<file path="src/rtl/hub_ptr_pkg.sv">
package hub_ptr_pkg;
  localparam int NUM_PTR = 2;

  typedef enum logic [1:0] {
    MOD_NONE = 2'b00,
    MOD_PRE  = 2'b01,
    MOD_POST = 2'b10,
    MOD_RSVD = 2'b11
  } modKind_e;

  typedef enum logic [1:0] {
    SZ_BYTE  = 2'b00,
    SZ_WORD  = 2'b01,
    SZ_LONG  = 2'b10,
    SZ_LONGX = 2'b11
  } elemSize_e;

  // strobes from control to datapath
  typedef struct packed {
    logic [NUM_PTR-1:0] wrEn;    // pointer i is written this edge
    logic [NUM_PTR-1:0] wrLoad;  // write source: 1 = load value, 0 = index sum
    logic               effSum;  // effective address uses pointer + scaled index
    logic [1:0]         shamt;   // index scale as left shift
  } ptrStrobe_t;
endpackage

</file>
<file path="src/rtl/hub_ptr_ctrl.sv">
module hub_ptr_ctrl
  import hub_ptr_pkg::*;
(
  input  logic       loadEn,
  input  logic       loadSel,
  input  logic       accEn,
  input  logic       accSel,
  input  logic [1:0] accSize,
  input  logic [1:0] accMode,
  output ptrStrobe_t strobe
);
  logic isModify;
  logic [NUM_PTR-1:0] loadHit;
  logic [NUM_PTR-1:0] modHit;

  always_comb begin
    isModify = accEn && ((modKind_e'(accMode) == MOD_PRE) || (modKind_e'(accMode) == MOD_POST));
  end

  for (genvar i = 0; i < NUM_PTR; i++) begin : g_hit
    assign loadHit[i] = loadEn && (loadSel == 1'(i));
    assign modHit[i]  = isModify && (accSel == 1'(i));
  end

  always_comb begin
    strobe.wrEn   = loadHit | modHit;
    strobe.wrLoad = loadHit;            // load wins over modify on the same pointer
    strobe.effSum = (modKind_e'(accMode) != MOD_POST);
    unique case (elemSize_e'(accSize))
      SZ_BYTE: strobe.shamt = 2'd0;
      SZ_WORD: strobe.shamt = 2'd1;
      default: strobe.shamt = 2'd2;
    endcase
  end
endmodule

</file>
<file path="src/rtl/hub_ptr_dp.sv">
module hub_ptr_dp
  import hub_ptr_pkg::*;
#(
  parameter int ADDR_W  = 18,
  parameter int FIELD_W = 16,
  parameter int IDX_W   = 6
) (
  input  logic               clk,
  input  logic               rstN,
  input  ptrStrobe_t         strobe,
  input  logic               loadRel,
  input  logic [FIELD_W-1:0] loadField,
  input  logic [FIELD_W-1:0] pcLong,
  input  logic               accSel,
  input  logic [IDX_W-1:0]   accIdx,
  output logic [ADDR_W-1:0]  effAddr,
  output logic [ADDR_W-1:0]  ptrA,
  output logic [ADDR_W-1:0]  ptrB
);
  localparam int PAD_W = ADDR_W - FIELD_W;
  localparam int EXT_W = ADDR_W - IDX_W;

  logic [ADDR_W-1:0] ptrQ [NUM_PTR];
  logic [ADDR_W-1:0] loadWide, pcWide, loadVal;
  logic [ADDR_W-1:0] idxExt, idxScaled, basePtr, idxSum;

  always_comb begin
    loadWide  = {loadField, {PAD_W{1'b0}}};
    pcWide    = {pcLong, {PAD_W{1'b0}}};
    loadVal   = loadRel ? (loadWide + pcWide) : loadWide;
    idxExt    = {{EXT_W{accIdx[IDX_W-1]}}, accIdx};
    idxScaled = idxExt << strobe.shamt;
    basePtr   = ptrQ[accSel];
    idxSum    = basePtr + idxScaled;
    effAddr   = strobe.effSum ? idxSum : basePtr;
  end

  for (genvar i = 0; i < NUM_PTR; i++) begin : g_ptr
    always_ff @(posedge clk) begin
      if (!rstN)
        ptrQ[i] <= '0;
      else if (strobe.wrEn[i])
        ptrQ[i] <= strobe.wrLoad[i] ? loadVal : idxSum;
    end
  end

  assign ptrA = ptrQ[0];
  assign ptrB = ptrQ[1];
endmodule

</file>
<file path="src/rtl/hub_ptr_unit.sv">
module hub_ptr_unit
  import hub_ptr_pkg::*;
#(
  parameter int ADDR_W  = 18,
  parameter int FIELD_W = 16,
  parameter int IDX_W   = 6
) (
  input  logic               clk,
  input  logic               rstN,
  input  logic               loadEn,
  input  logic               loadSel,
  input  logic               loadRel,
  input  logic [FIELD_W-1:0] loadField,
  input  logic [FIELD_W-1:0] pcLong,
  input  logic               accEn,
  input  logic               accSel,
  input  logic [IDX_W-1:0]   accIdx,
  input  logic [1:0]         accSize,
  input  logic [1:0]         accMode,
  output logic [ADDR_W-1:0]  effAddr,
  output logic [ADDR_W-1:0]  ptrA,
  output logic [ADDR_W-1:0]  ptrB
);
  ptrStrobe_t strobe;

  hub_ptr_ctrl u_ctrl (
    .loadEn (loadEn),
    .loadSel(loadSel),
    .accEn  (accEn),
    .accSel (accSel),
    .accSize(accSize),
    .accMode(accMode),
    .strobe (strobe)
  );

  hub_ptr_dp #(.ADDR_W(ADDR_W), .FIELD_W(FIELD_W), .IDX_W(IDX_W)) u_dp (
    .clk      (clk),
    .rstN     (rstN),
    .strobe   (strobe),
    .loadRel  (loadRel),
    .loadField(loadField),
    .pcLong   (pcLong),
    .accSel   (accSel),
    .accIdx   (accIdx),
    .effAddr  (effAddr),
    .ptrA     (ptrA),
    .ptrB     (ptrB)
  );
endmodule

</file>
<file path="config.mk">
export PLATFORM = sky130hd
export DESIGN_NAME = hub_ptr_unit
export DESIGN_NICKNAME = d
export VERILOG_FILES = /design/src/rtl/hub_ptr_pkg.sv /design/src/rtl/hub_ptr_ctrl.sv /design/src/rtl/hub_ptr_dp.sv /design/src/rtl/hub_ptr_unit.sv
export SDC_FILE = /design/constraint.sdc
export NUM_CORES = 1
export LEC_CHECK = 0
export BUFFER_PORTS_ARGS = -buffer_cell sky130_fd_sc_hd__buf_2
export CORE_AREA = 2 2 99 91
export CTS_BUF_LIST = sky130_fd_sc_hd__clkbuf_16
export DETAILED_ROUTE_END_ITERATION = 10
export DIE_AREA = 0 0 101 93
export PLACE_DENSITY = 0.72
export SYNTH_ARGS = -nofsm -noshare
export SYNTH_HDL_FRONTEND = slang
export SYNTH_SLANG_ARGS = --single-unit
</file>
<file path="constraint.sdc">
create_clock -name clk -period 4.45 [get_ports clk]
set_clock_uncertainty 0.2 [all_clocks]
set_input_delay 0.6675 -clock clk [delete_from_list [all_inputs] [get_ports clk]]
set_output_delay 0.6675 -clock clk [all_outputs]
set_load 0.1 [all_outputs]
</file>
# --- Word-level counts from Yosys, hierarchy flattened ---
# Memories as Yosys holds them, arrays and structs flattened.
# Cells that the tools add are included.
# W data, S select, Z words.
totals:
  ramBits: 36
  out_inout_bits: 54
  regBits: 0
  word_cells: 34
  latchBits: 0
  mem_bits_ro: 0
  n_memories: 1
  input_bits: 49
memory_table:
  columns: ["memory", "depth", "word_bits", "rd", "rd_ports_with_merged_regs", "wr", "line", "source"]
  rows:
  - ["u_dp.ptrQ", 2, 18, 3, 0, 2, "hub_ptr_dp.sv:23", "logic [ADDR_W-1:0] ptrQ [NUM_PTR];"]
classes:
  mul: 0
  mux: 14
  div: 0
  n_shift: 1
  n_reduce_logical: 7
  bitwise: 5
  order_cmp: 0
  n_eq_ne: 4
  addsub: 2
ops:
  columns: ["op", "count"]
  rows:
  - ["$mux W18", 6]
  - ["$add A18 B18 Y18", 2]
  - ["$shl A18 B2 Y18", 1]
  - ["$mux W1", 7]
  - ["$logic_and A1 B1 Y1", 5]
  - ["$eq A2 B1 Y1 const B", 2]
  - ["$pmux W2 S2", 1]
  - ["$eq A2 B2 Y1 const B", 1]
  - ["$logic_not A2 Y1", 1]
  - ["$ne A2 B2 Y1 const B", 1]
  - ["$not A1 Y1", 2]
  - ["$or A1 B1 Y1", 2]
  - ["$or A2 B2 Y2", 1]
  - ["$logic_or A1 B1 Y1", 1]

# --- Longest topological paths before layout ---
# Gate-level depths: netlist of run 1.
depth:
  ltp_word: 9
  ltp_mapped: 13
  ltp_nobuf: 11

# --- By module ---
# From an unflattened synthesis of run 1, not the netlist that was laid out.
unflattened:
  hier_cells: 419
  area_unflattened_um2: 3796.1
by_module_without_submodules:
  columns: ["module", "seq_area_each_um2", "cells_each", "n_inst", "area_each_um2"]
  rows:
  - ["hub_ptr_dp", 1081.0, 408, 1, 3726.1]
  - ["hub_ptr_ctrl", 0.0, 11, 1, 70.1]

# --- Worst setup path after synthesis of run 1 ---
# No wires, ideal clock.
synth_timing:
  kind: "input to output"
  from: "input port accSel"
  to: "output port effAddr[16]"
  setup_slack_ps: -2191
  path_stages: 13
  arrival_ps: 5774
  n_path_buf: 2
  t_required_ps: 3582
  cell_sequence: "clkbuf_1 > clkbuf_1 > mux2_2 > ha_1 > fa_1 > a21oi_1 > o21ai_0 > a2111oi_2 > o21ai_1 > a31o_1 > a21oi_2 > xor2_2 > o21ai_0"
synth_between:
  elab_chain_len: 3
synth_lines:
  columns: ["element", "line", "source"]
  rows:
  - ["start, declared", "hub_ptr_unit.sv:16", "input logic accSel,"]
  - ["$mem_v2 Z2 W18 (*)", null, null]
  - ["$add A18 B18 Y18", "hub_ptr_dp.sv:34", "idxSum = basePtr + idxScaled;"]
  - ["$mux W18 (*)", "hub_ptr_dp.sv:35", "effAddr = strobe.effSum ? idxSum : basePtr;"]
  - ["end, declared", "hub_ptr_unit.sv:20", "output logic [ADDR_W-1:0] effAddr,"]
# Every way passes the cells marked *; elsewhere a longest branch is shown, timed or not.

# --- Worst setup path in the final report of run 1 ---
# Ends and elaborated chain as after synthesis.

==> results.md, run 1 <==
- Largest Register: u_dp.ptrQ
- Final setup viols: 0
- CP max FO: 6
- Max_cap viols: 0
- Number of synthesized flops with an enable pin: 36
- Drt drc: 0
- Synthesized instance count: 408
- GRT Resource Usage Total: 21.73%
- Area delta synth->final: 31.03%
- Layout cells sized above 1: 34.64%
- Hold Fails Final Rpt: 0
- CTS Buf Count: 5
- Dpl hpwl: 7.929 mm
- Post-layout minimum cycle time: 4.353 ns
- GRT met3 Usage: 5.007%
- CTS tree: yes
- Share of synthesized registers carrying an async set or reset: 0%
- Die outline height: 93 µm
- Multi-input logic area: 0.002620 mm²
- Largest net degree at the start of global routing: 21
- Row count: 32
- Final antenna-violating net count: 0
- Syn Std Cell Area: 0.003657 mm²
- Max incr delay on CP: 0.35 ns
- Post-synth top area share: 29.56%
- First-pass GRT wire length: 16.29 mm
- Crit start category: input pin
- Main synth FF type: edfxtp_1
- Synth Area per Inst: 8.964 µm²
- CP Cell Sequence: buf_4 > buf_4 > mux2_2 > ha_1 > a21o_1 > a21o_1 > a2111oi_4 > o21ai_2 > a31o_1 > a21oi_2 > xor2_2 > o21ai_4 > buf_12
- Main combinational cell family by area after synthesis: compound AO/OA/AOI/OAI gates
- Max IR drop VDD: 197.4 µV
- FF/Latch Area: 0.001081 mm²
- Syn nets: 492
- DIE WIDTH: 101 µm
- Top cells by area, synth: edfxtp_1, ha_1, mux2_2
- # IOs: 103
- Dpl ws: -0.002441 ns
- Synth Area in Adders: 12.38%
- Hold Path Class: in2reg
- Nets: 594
- Vias: 3,556
- Synth warn: 0
- Max_slew headroom: 29.20%
- Initial antenna violation count: 1
- Setup_tns: 0 ns
- Tcrit/Tclk final: 97.82%
- Crit-path slowest cell: mux2_2
- Total detailed-routing wirelength: 10.06 mm
- Router iterations before antenna repair: 5
- Final worst-path setup slack: 0.09713 ns
- Design area: 0.004792 mm²
- Status: finished clean
- Critical Path RT: 3.58 ns
- Grt met1 use: 27.90%
- Worst-path clk slew: 0.06 ns
- Yosys top cell by area: edfxtp_1
- Peak Freq: 229.7 MHz
- Sequential element share of the synthesized area: 29.56%
- Slew Limit Fails: 0
- Skew-Pair Late Insertion Delay: 0.28 ns
- Placed cell areas: 0.004546 mm²
- Synth cell types: 57
- CTS Root Buffer Type: clkbuf_16
- Post-layout util: 56.99%
- Number of flip-flops under the largest register name: 36
- Drt wl/cell: 16.41 µm
- Number of diodes: 0
- Post-synthesis simple-gate area fraction: 15.02%
- Vias in the first global route: 3,419
- H-tree depth: 2
- Crit Path Class: in2out
- Pwr/cell area: 449.7 mW/mm²
- RSZ-0062 raised after global routing: false
- Compound-gate portion of the synthesized area: 24.19%
- Die ar.: 0.009393 mm²
- Fill cells: 747
- Lkg Pwr: 2.141 nW
- GR peak layer: met2
- Mux contribution to synthesized area: 10.26%
- Via/cell ratio: 5.801
- Effective utilization at floorplan: 43.50%
- Worst slew pin tran: 1.059 ns
- R2r setup slk: 0.83 ns
- Placeable core area: 0.008408 mm²
- Iter 0 DRT Violations: 160
- Clock Sinks: 36
- Critical Path Sink Type: output port
- Synth Register Bits: 36
- CTS Buffer Depth: 2
- Remaining Overflow, GRT: 0
- Met2 Track Usage GR: 36.61%
- Crit path DAT: 3.49 ns
- IO Port Bufs: 102
- Regs by FF count: u_dp.ptrQ x36
- Most common library cells after synthesis: edfxtp_1, nand2_1, o21ai_0, ha_1, nor2_1
- XOR/XNOR Fraction of Synth Area: 5.713%
- Post-CTS Hold Fix Bufs: 0
- GPL Wtd Cong: 0.8932
[final cells by class]
type                    count  share of cell area (%)
multi-input cells         344                   54.67
well taps                 102                   2.663
clock inverters             3                  0.8877
repair buffers            113                   15.82
clock buffers               5                   2.611
inverters                  10                  0.7833
flip-flops and latches     36                   22.56
[cells by family after synthesis]
family	Yosys count
DFF	36
and+or+nand+nor	115
muxes	35
buffers and inverters	28
adders and majority gates	35
AOI/OAI and AO/OA	136
xor gates and xnor gates	23
[layout by cell type (no fill, tap or decap), types with 3 or more instances in the layout]
| cell type | n |
|---|---|
| o21ai_4 | 3 |
| inv_1 | 9 |
| nor2b_1 | 6 |
| nand3b_1 | 4 |
| nor2_1 | 32 |
| or3_1 | 4 |
| edfxtp_1 | 36 |
| a211oi_1 | 4 |
| o21ai_2 | 11 |
| nor3_1 | 9 |
| buf_2 | 91 |
| clkbuf_16 | 5 |
| o22ai_1 | 29 |
| xor2_1 | 7 |
| nand2_1 | 36 |
| mux2_2 | 20 |
| o21ai_0 | 18 |
| and3_1 | 4 |
| a21o_1 | 9 |
| o21a_1 | 5 |
| mux2i_1 | 15 |
| nand2b_1 | 3 |
| and2_1 | 3 |
| o21ai_1 | 4 |
| a31oi_1 | 3 |
| buf_4 | 11 |
| buf_12 | 11 |
| ha_1 | 31 |
| nand3_1 | 5 |
| xnor2_1 | 13 |
| a21oi_1 | 23 |
[power breakdown]
part | switching, mW | internal, mW
registers | 0.0161 | 0.413
clock network | 0.137 | 0.263
logic | 0.940 | 0.386
total | 1.09 | 1.06
[path summary, 6_finish.rpt]
| check | endpoint | from | depth (start not counted) |
|---|---|---|---|
| worst max-delay path | effAddr[16] | accSel | 13 |
| worst min-delay path | u_dp.ptrQ[0][2] | loadField[0] | 3 |
| worst max register to register | u_dp.ptrQ[0][16] | u_dp.ptrQ[0][0] | 14 |
| worst min register to register | u_dp.ptrQ[1][0] | u_dp.ptrQ[1][0] | 4 |
[stage by stage]
stage	cells	power [mW]	hold WS, ns
after global routing	613	2.242	0.5906
after floorplan	408	1.415	0.7398
after CTS	611	2.133	0.5822
after global placement	602	1.710	0.7059
final	613	2.155	0.5865
after detailed placement	602	1.725	0.6949
[worst max-delay path: cells and delay by family]
family | cells | cell delay [ns]
AO/OA/AOI/OAI | 7 | 1.36
buffers and inverters | 3 | 0.51
multiplexers | 1 | 0.35
adder cells (fa/ha/maj) | 1 | 0.34
XOR/XNOR | 1 | 0.24
[routing by layer]
layer | share of wire (%) | vias to the layer above | routed length [µm]
met5 | 0 | - | 0
met1 | 42 | 1628 | 4202
met4 | 1.3 | 0 | 132
li1 | - | 1753 | -
met2 | 48 | 166 | 4786
met3 | 9.3 | 9 | 940
[timing repair]
action / in CTS / in global routing
pin swaps: 2 / 5
gates resized for setup: 2 / 8
setup endpoints to repair: 2 / 3
setup buffers: 1 / 2
(Power assumes the default switching activity.)
==> inputs of run 2 (changes only) <==
Settings changed: CORE_AREA 2 2 99 91 to 2 2 96 88, DIE_AREA 0 0 101 93 to 0 0 98 90, PLACE_DENSITY 0.72 to 0.76, REMOVE_ABC_BUFFERS set to 1.
==> results.md, run 2 (synthesis results as in run 1) <==
- GPL Wtd Cong: 0.8804 (-1.4%)
- Layout cells sized above 1: 33.71% (-0.93 points)
- Met2 Track Usage GR: 41.61% (+5.0 points)
- Placeable core area: 0.007874 mm² (-6.4%)
- Multi-input logic area: 0.002534 mm² (-3.3%)
- Worst slew pin tran: 1.002 ns (-0.05671 ns)
- CTS Root Buffer Type: clkbuf_16
- Router iterations before antenna repair: 6 (+1)
- Initial antenna violation count: 0 (-1)
- GRT met3 Usage: 2.799% (-2.2 points)
- Number of flip-flops under the largest register name: 36 (unchanged)
- Status: finished clean
- Row count: 31 (-3.1%)
- Drt wl/cell: 17.00 µm (+3.6%)
- Dpl hpwl: 8.066 mm (+1.7%)
- Regs by FF count: u_dp.ptrQ x36
- Final worst-path setup slack: 0.04015 ns (-0.05698 ns)
- Skew-Pair Late Insertion Delay: 0.28 ns (about the same)
- Tot Pwr: 2.112 mW (-2.0%)
- CTS Buf Count: 5 (unchanged)
- Grt met1 use: 26.41% (-1.5 points)
- IO Port Bufs: 102 (unchanged)
- Largest Register: u_dp.ptrQ
- Largest net degree at the start of global routing: 22 (+4.8%)
- Crit path DAT: 3.54 ns (+0.05 ns)
- Vias in the first global route: 3,587 (+4.9%)
- Pwr/cell area: 439.5 mW/mm² (-2.3%)
- GR peak layer: met2
- Hold Path Class: in2reg
- Setup_tns: 0 ns (unchanged)
- Remaining Overflow, GRT: 0 (unchanged)
- H-tree depth: 2 (unchanged)
- Fill cells: 663 (-11%)
- Vias: 3,716 (+4.5%)
- Crit start category: input pin
- # IOs: 103 (unchanged)
- Clock Sinks: 36 (unchanged)
- Peak Freq: 226.8 MHz (-1.3%)
- Lkg Pwr: 2.194 nW (+2.5%)
- CTS Buffer Depth: 2 (unchanged)
- Pint: 1.025 mW (-3.5%)
- Tcrit/Tclk final: 99.10% (+1.3 points)
- FF/Latch Area: 0.001081 mm² (unchanged)
- Die ar.: 0.008820 mm² (-6.1%)
- Logic pwr share: 63.9% (+2.4 points)
- CTS tree: yes
- Max IR drop VDD: 237.7 µV (+20%)
- First-pass GRT wire length: 16.46 mm (+1.0%)
- Post-layout util: 61.04% (+4.0 points)
- Number of diodes: 0 (unchanged)
- Total detailed-routing wirelength: 10.66 mm (+5.9%)
- CP max FO: 8 (+2)
- Max_cap viols: 0 (unchanged)
- Iter 0 DRT Violations: 212 (+33%)
- Drt drc: 0 (unchanged)
- Crit Path Class: in2out
- Via/cell ratio: 5.927 (+2.2%)
- Critical Path RT: 3.58 ns (about the same)
- Slew Limit Fails: 0 (unchanged)
- Nets: 612 (+3.0%)
- Die outline height: 90 µm (-3.2%)
- Reg power frac: 20.4% (+0.5 points)
- Dpl ws: -0.07129 ns (-0.06885 ns)
- Final antenna-violating net count: 0 (unchanged)
- GRT Resource Usage Total: 22.48% (+0.76 points)
- Final setup viols: 0 (unchanged)
- DIE WIDTH: 98 µm (-3.0%)
- Critical Path Sink Type: output port
- Area delta synth->final: 31.41%
- Clock power frac: 15.6% (-3.0 points)
- Hold Fails Final Rpt: 0 (unchanged)
- Most common cell after layout, fill and taps aside: buf_2
- Psw: 1.088 mW (-0.48%)
- Worst-path clk slew: 0.05 ns (about the same)
- Post-CTS Hold Fix Bufs: 0 (unchanged)
- Commonest non-fill, non-tap cells in the layout: buf_2, nand2_1, edfxtp_1
- Post-layout minimum cycle time: 4.410 ns (+0.05698 ns)
- Max_slew headroom: 32.99% (+3.8 points)
- Switch share: 51.49% (+0.78 points)
- Effective utilization at floorplan: 46.45% (+3.0 points)
## run 2: changes by cell type in the layout (fill, tap and decap cells not counted), moves of 2 or more
cell / previous run / this run
buf_4: 11 / 28
clkinv_1: 1 / 3
o21ai_0: 18 / 32
o21ai_1: 4 / 2
o21ai_2: 11 / 2
o21ai_4: 3 / 0
## run 2: cell type report
| class | count | area share, % |
|---|---|---|
| Clock inverter | 2 | 0.1562 |
| Sequential cell | 36 | 22.49 |
| Clock buffer | 5 | 2.603 |
| Tap cell | 99 | 2.577 |
| Multi-Input combinational cell | 344 | 52.72 |
| Timing Repair Buffer | 131 | 18.67 |
| Inverter | 10 | 0.7810 |
## run 2: timing repair
| action | 4_1_cts | 5_1_grt |
|---|---|---|
| gates resized for setup | 3 | 11 |
| endpoints found under the setup margin | 2 | 8 |
| pin swaps | 3 | 6 |
| setup buffers | 2 | 2 |
## run 2: power by group through the flow
| stage | registers [mW] | clock network, mW | logic, mW |
|---|---|---|---|
| after floorplan | 0.664 | 0 | 0.700 |
| after global placement | 0.438 | 0 | 1.28 |
| after detailed placement | 0.438 | 0 | 1.30 |
| after CTS | 0.431 | 0.331 | 1.31 |
| after global routing | 0.434 | 0.342 | 1.41 |
| final | 0.431 | 0.330 | 1.35 |
## run 2: worst paths after layout
kind,startpoint,to,slack (ns),cells past startpoint
hold / removal,loadField[4],u_dp.ptrQ[0][6],0.59,3
setup / recovery,accSel,effAddr[16],0.04,14
setup reg to reg,u_dp.ptrQ[0][0],u_dp.ptrQ[0][10],1.01,13
hold reg to reg,u_dp.ptrQ[1][0],u_dp.ptrQ[0][0],0.75,4
## run 2: critical path, cell delays in order
cell	delay (ns)
buf_2	0.12
buf_6	0.15
mux2_2	0.36
ha_1	0.31
o21a_1	0.20
and3_4	0.19
a2111oi_4	0.41
o21ai_2	0.10
a31o_1	0.26
a21oi_2	0.20
xor2_2	0.16
o21ai_0	0.09
buf_4	0.15
buf_12	0.16
## run 2: metrics by stage
stage,hold WS (ns),cells,instance area (µm²)
floorplan,0.7398,390,3590
global placement,0.6560,616,4577
detailed placement,0.6961,616,4577
CTS,0.5901,625,4731
global route,0.6123,627,4806
finish,0.5949,627,4806
## run 2: per-layer routing
metal / up-vias / part of all wire [%] / routed length, µm
met5: - / 0 / 0
met4: 0 / 2.4 / 254
met3: 27 / 5.3 / 569
met2: 137 / 53 / 5598
met1: 1767 / 40 / 4235
li1: 1785 / - / -
==> inputs of run 3 (changes only) <==
Settings changed: CORE_AREA 2 2 96 88 to 2 2 90 84, DIE_AREA 0 0 98 90 to 0 0 92 86, PLACE_DENSITY 0.76 to 0.8.
Clock period 4.45 ns to 4.1 ns, I/O delays scaled along.
==> results.md, run 3 (synthesis results as in run 1) <==
- Tcrit/Tclk final: 104.3%
- Drt wl/cell: 19.57 µm (+15%)
- Reg2reg end: u_dp.ptrQ[0][17]
- CP max FO: 4 (-4)
- Hold path endpoint: u_dp.ptrQ[1][10]
- Worst slew pin tran: 0.9973 ns (-0.005073 ns)
- Hold WS: 0.5369 ns (-0.05798 ns)
- R2R Path Start: u_dp.ptrQ[0][1]
- Lkg Pwr: 2.446 nW (+11%)
- Status: finished, violations left
- Commonest non-fill, non-tap cells in the layout: buf_2, buf_4, nand2_1, edfxtp_1, nor2_1
- Die outline height: 86 µm (-4.4%)
- Worst reg2reg path depth: 13 (unchanged)
- Drt drc: 0 (unchanged)
- Hold Fails Final Rpt: 0 (unchanged)
- Clock Sinks: 36 (unchanged)
- DIE WIDTH: 92 µm (-6.1%)
- Vias in the first global route: 3,982 (+11%)
- Peak Freq: 233.7 MHz
- First-pass GRT wire length: 18.64 mm (+13%)
- Skew-Pair Late Insertion Delay: 0.28 ns (about the same)
- Row count: 29 (-6.5%)
- Critical Path Sink Type: output port
- Crit start category: input pin
- Failing checks: setup timing
- Design area: 0.005405 mm² (+12%)
- Most common cell after layout, fill and taps aside: buf_2
- IO Port Bufs: 102 (unchanged)
- Max_slew headroom: 33.33% (+0.34 points)
- Post-layout minimum cycle time: 4.278 ns
- Remaining Overflow, GRT: 0 (unchanged)
- Worst-path clk slew: 0.06 ns (about the same)
- Crit Path Class: in2out
- Die ar.: 0.007912 mm² (-10%)
- Placed cell areas: 0.004802 mm² (+4.9%)
- # IOs: 103 (unchanged)
- Iter 0 DRT Violations: 319 (+50%)
- CTS tree: yes
- Hold Path Cell Cnt: 3 (unchanged)
- Critical Path Most Common Cell: buf_4
- Layout cells sized above 1: 42.71% (+9.0 points)
- Setup_tns: -0.5656 ns (-0.5656 ns)
- CTS Buf Count: 5 (unchanged)
- Final worst-path setup slack: -0.1781 ns (-0.2182 ns)
- Dpl hpwl: 8.202 mm (+1.7%)
- Initial antenna violation count: 0 (unchanged)
- Hold Path Class: in2reg
- CTS Buffer Depth: 2 (unchanged)
- Final setup viols: 7 (+7)
- Dpl ws: -0.3807 ns (-0.3094 ns)
- Final antenna-violating net count: 0 (unchanged)
- Largest Register: u_dp.ptrQ
- Vias: 4,143 (+11%)
- Effective utilization at floorplan: 53.05% (+6.6 points)
- Crit path DAT: 3.46 ns (-0.08 ns)
- Max IR drop VDD: 229.5 µV (-3.5%)
- Tot Pwr: 2.565 mW (+21%)
- Largest net degree at the start of global routing: 22 (unchanged)
- Max incr delay on CP: 0.33 ns (-0.08 ns)
- GRT Resource Usage Total: 29.39% (+6.9 points)
- Area delta synth->final: 47.79%
- Top sig layer: met4
- Max_cap viols: 0 (unchanged)
- Nets: 652 (+6.5%)
- CP Cell Sequence: buf_8 > buf_6 > mux2_4 > buf_4 > ha_4 > a211oi_2 > o211ai_1 > a32o_2 > buf_4 > nor4_2 > nor3_2 > nor2_1 > xnor2_1 > bufbuf_16
- GPL Wtd Cong: 0.9362 (+6.3%)
- CTS Root Buffer Type: clkbuf_16
- Regs by FF count: u_dp.ptrQ x36
- Hold path startpoint: loadField[8]
- Slew Limit Fails: 0 (unchanged)
- Total detailed-routing wirelength: 12.96 mm (+22%)
- Via/cell ratio: 6.258 (+5.6%)
- Pwr/cell area: 474.5 mW/mm² (+8.0%)
- WL met1: 4.747 mm (+12%)
- Router iterations before antenna repair: 5 (-1)
- Number of diodes: 0 (unchanged)
- RSZ-0062 raised after global routing: true
- Placeable core area: 0.006894 mm² (-12%)
- Post-CTS Hold Fix Bufs: 0 (unchanged)
- Number of flip-flops under the largest register name: 36 (unchanged)
- H-tree depth: 2 (unchanged)
- Routed wl met2: 6.658 mm (+19%)
- Critical Path RT: 3.28 ns (-0.30 ns)
- WL met3: 1.050 mm (+85%)
- R2r setup slk: 0.63 ns (-0.38 ns)
- Crit-path slowest cell: a211oi_2
-- run 3: report_power, final --
group / internal (mW) / switching [mW] / total [mW]
clock network: 0.223 / 0.150 / 0.373
registers: 0.449 / 0.0203 / 0.469
logic: 0.614 / 1.11 / 1.72
total: 1.29 / 1.28 / 2.56
-- run 3: what timing repair did --
action                     4_1_cts  5_1_grt
setup endpoints to repair        8        8
setup buffers                    8       13
gates resized for setup         35       28
pin swaps                       18       25
-- run 3: per-layer routing --
metal	vias to the layer above	GRT usage [%]
met3	50	4.482
met2	262	53.94
met1	1960	33.41
li1	1871	-
met5	-	0
met4	0	14.38
-- run 3: per-stage QoR --
step                      util (%)  cells
after floorplan                  -    390
after global placement       69.66    635
after detailed placement     69.66    635
after CTS                    75.30    650
after global routing         78.40    662
final                        78.40    662
-- run 3: worst max-delay path: cells and delay by family --
family / cells / cell delay [ns]
adder cells (fa/ha/maj): 1 / 0.24
AND/OR/NAND/NOR: 3 / 0.52
AO/OA/AOI/OAI: 3 / 0.79
multiplexers: 1 / 0.31
buffers and inverters: 5 / 0.84
XOR/XNOR: 1 / 0.13
-- run 3: worst max path at each step --
| stage | from | endpoint | slack, ns |
|---|---|---|---|
| after CTS | accSel | effAddr[16] | -0.008 |
| final | accSel | effAddr[17] | -0.18 |
| after global routing | accSel | effAddr[17] | -0.28 |
| after detailed placement | accSel | effAddr[16] | -0.38 |
| after floorplan | u_dp.ptrQ[1][0] | effAddr[16] | -1.95 |
| after global placement | accSel | effAddr[16] | -0.26 |
-- run 3: area by class of cell --
class	instances	area (µm²)
Clock buffer	5	125.1
Clock inverter	3	18.77
Fill cell	427	1489
Inverter	10	37.54
Multi-Input combinational cell	344	2738
Sequential cell	36	1081
Tap cell	93	116.4
Timing Repair Buffer	171	1289
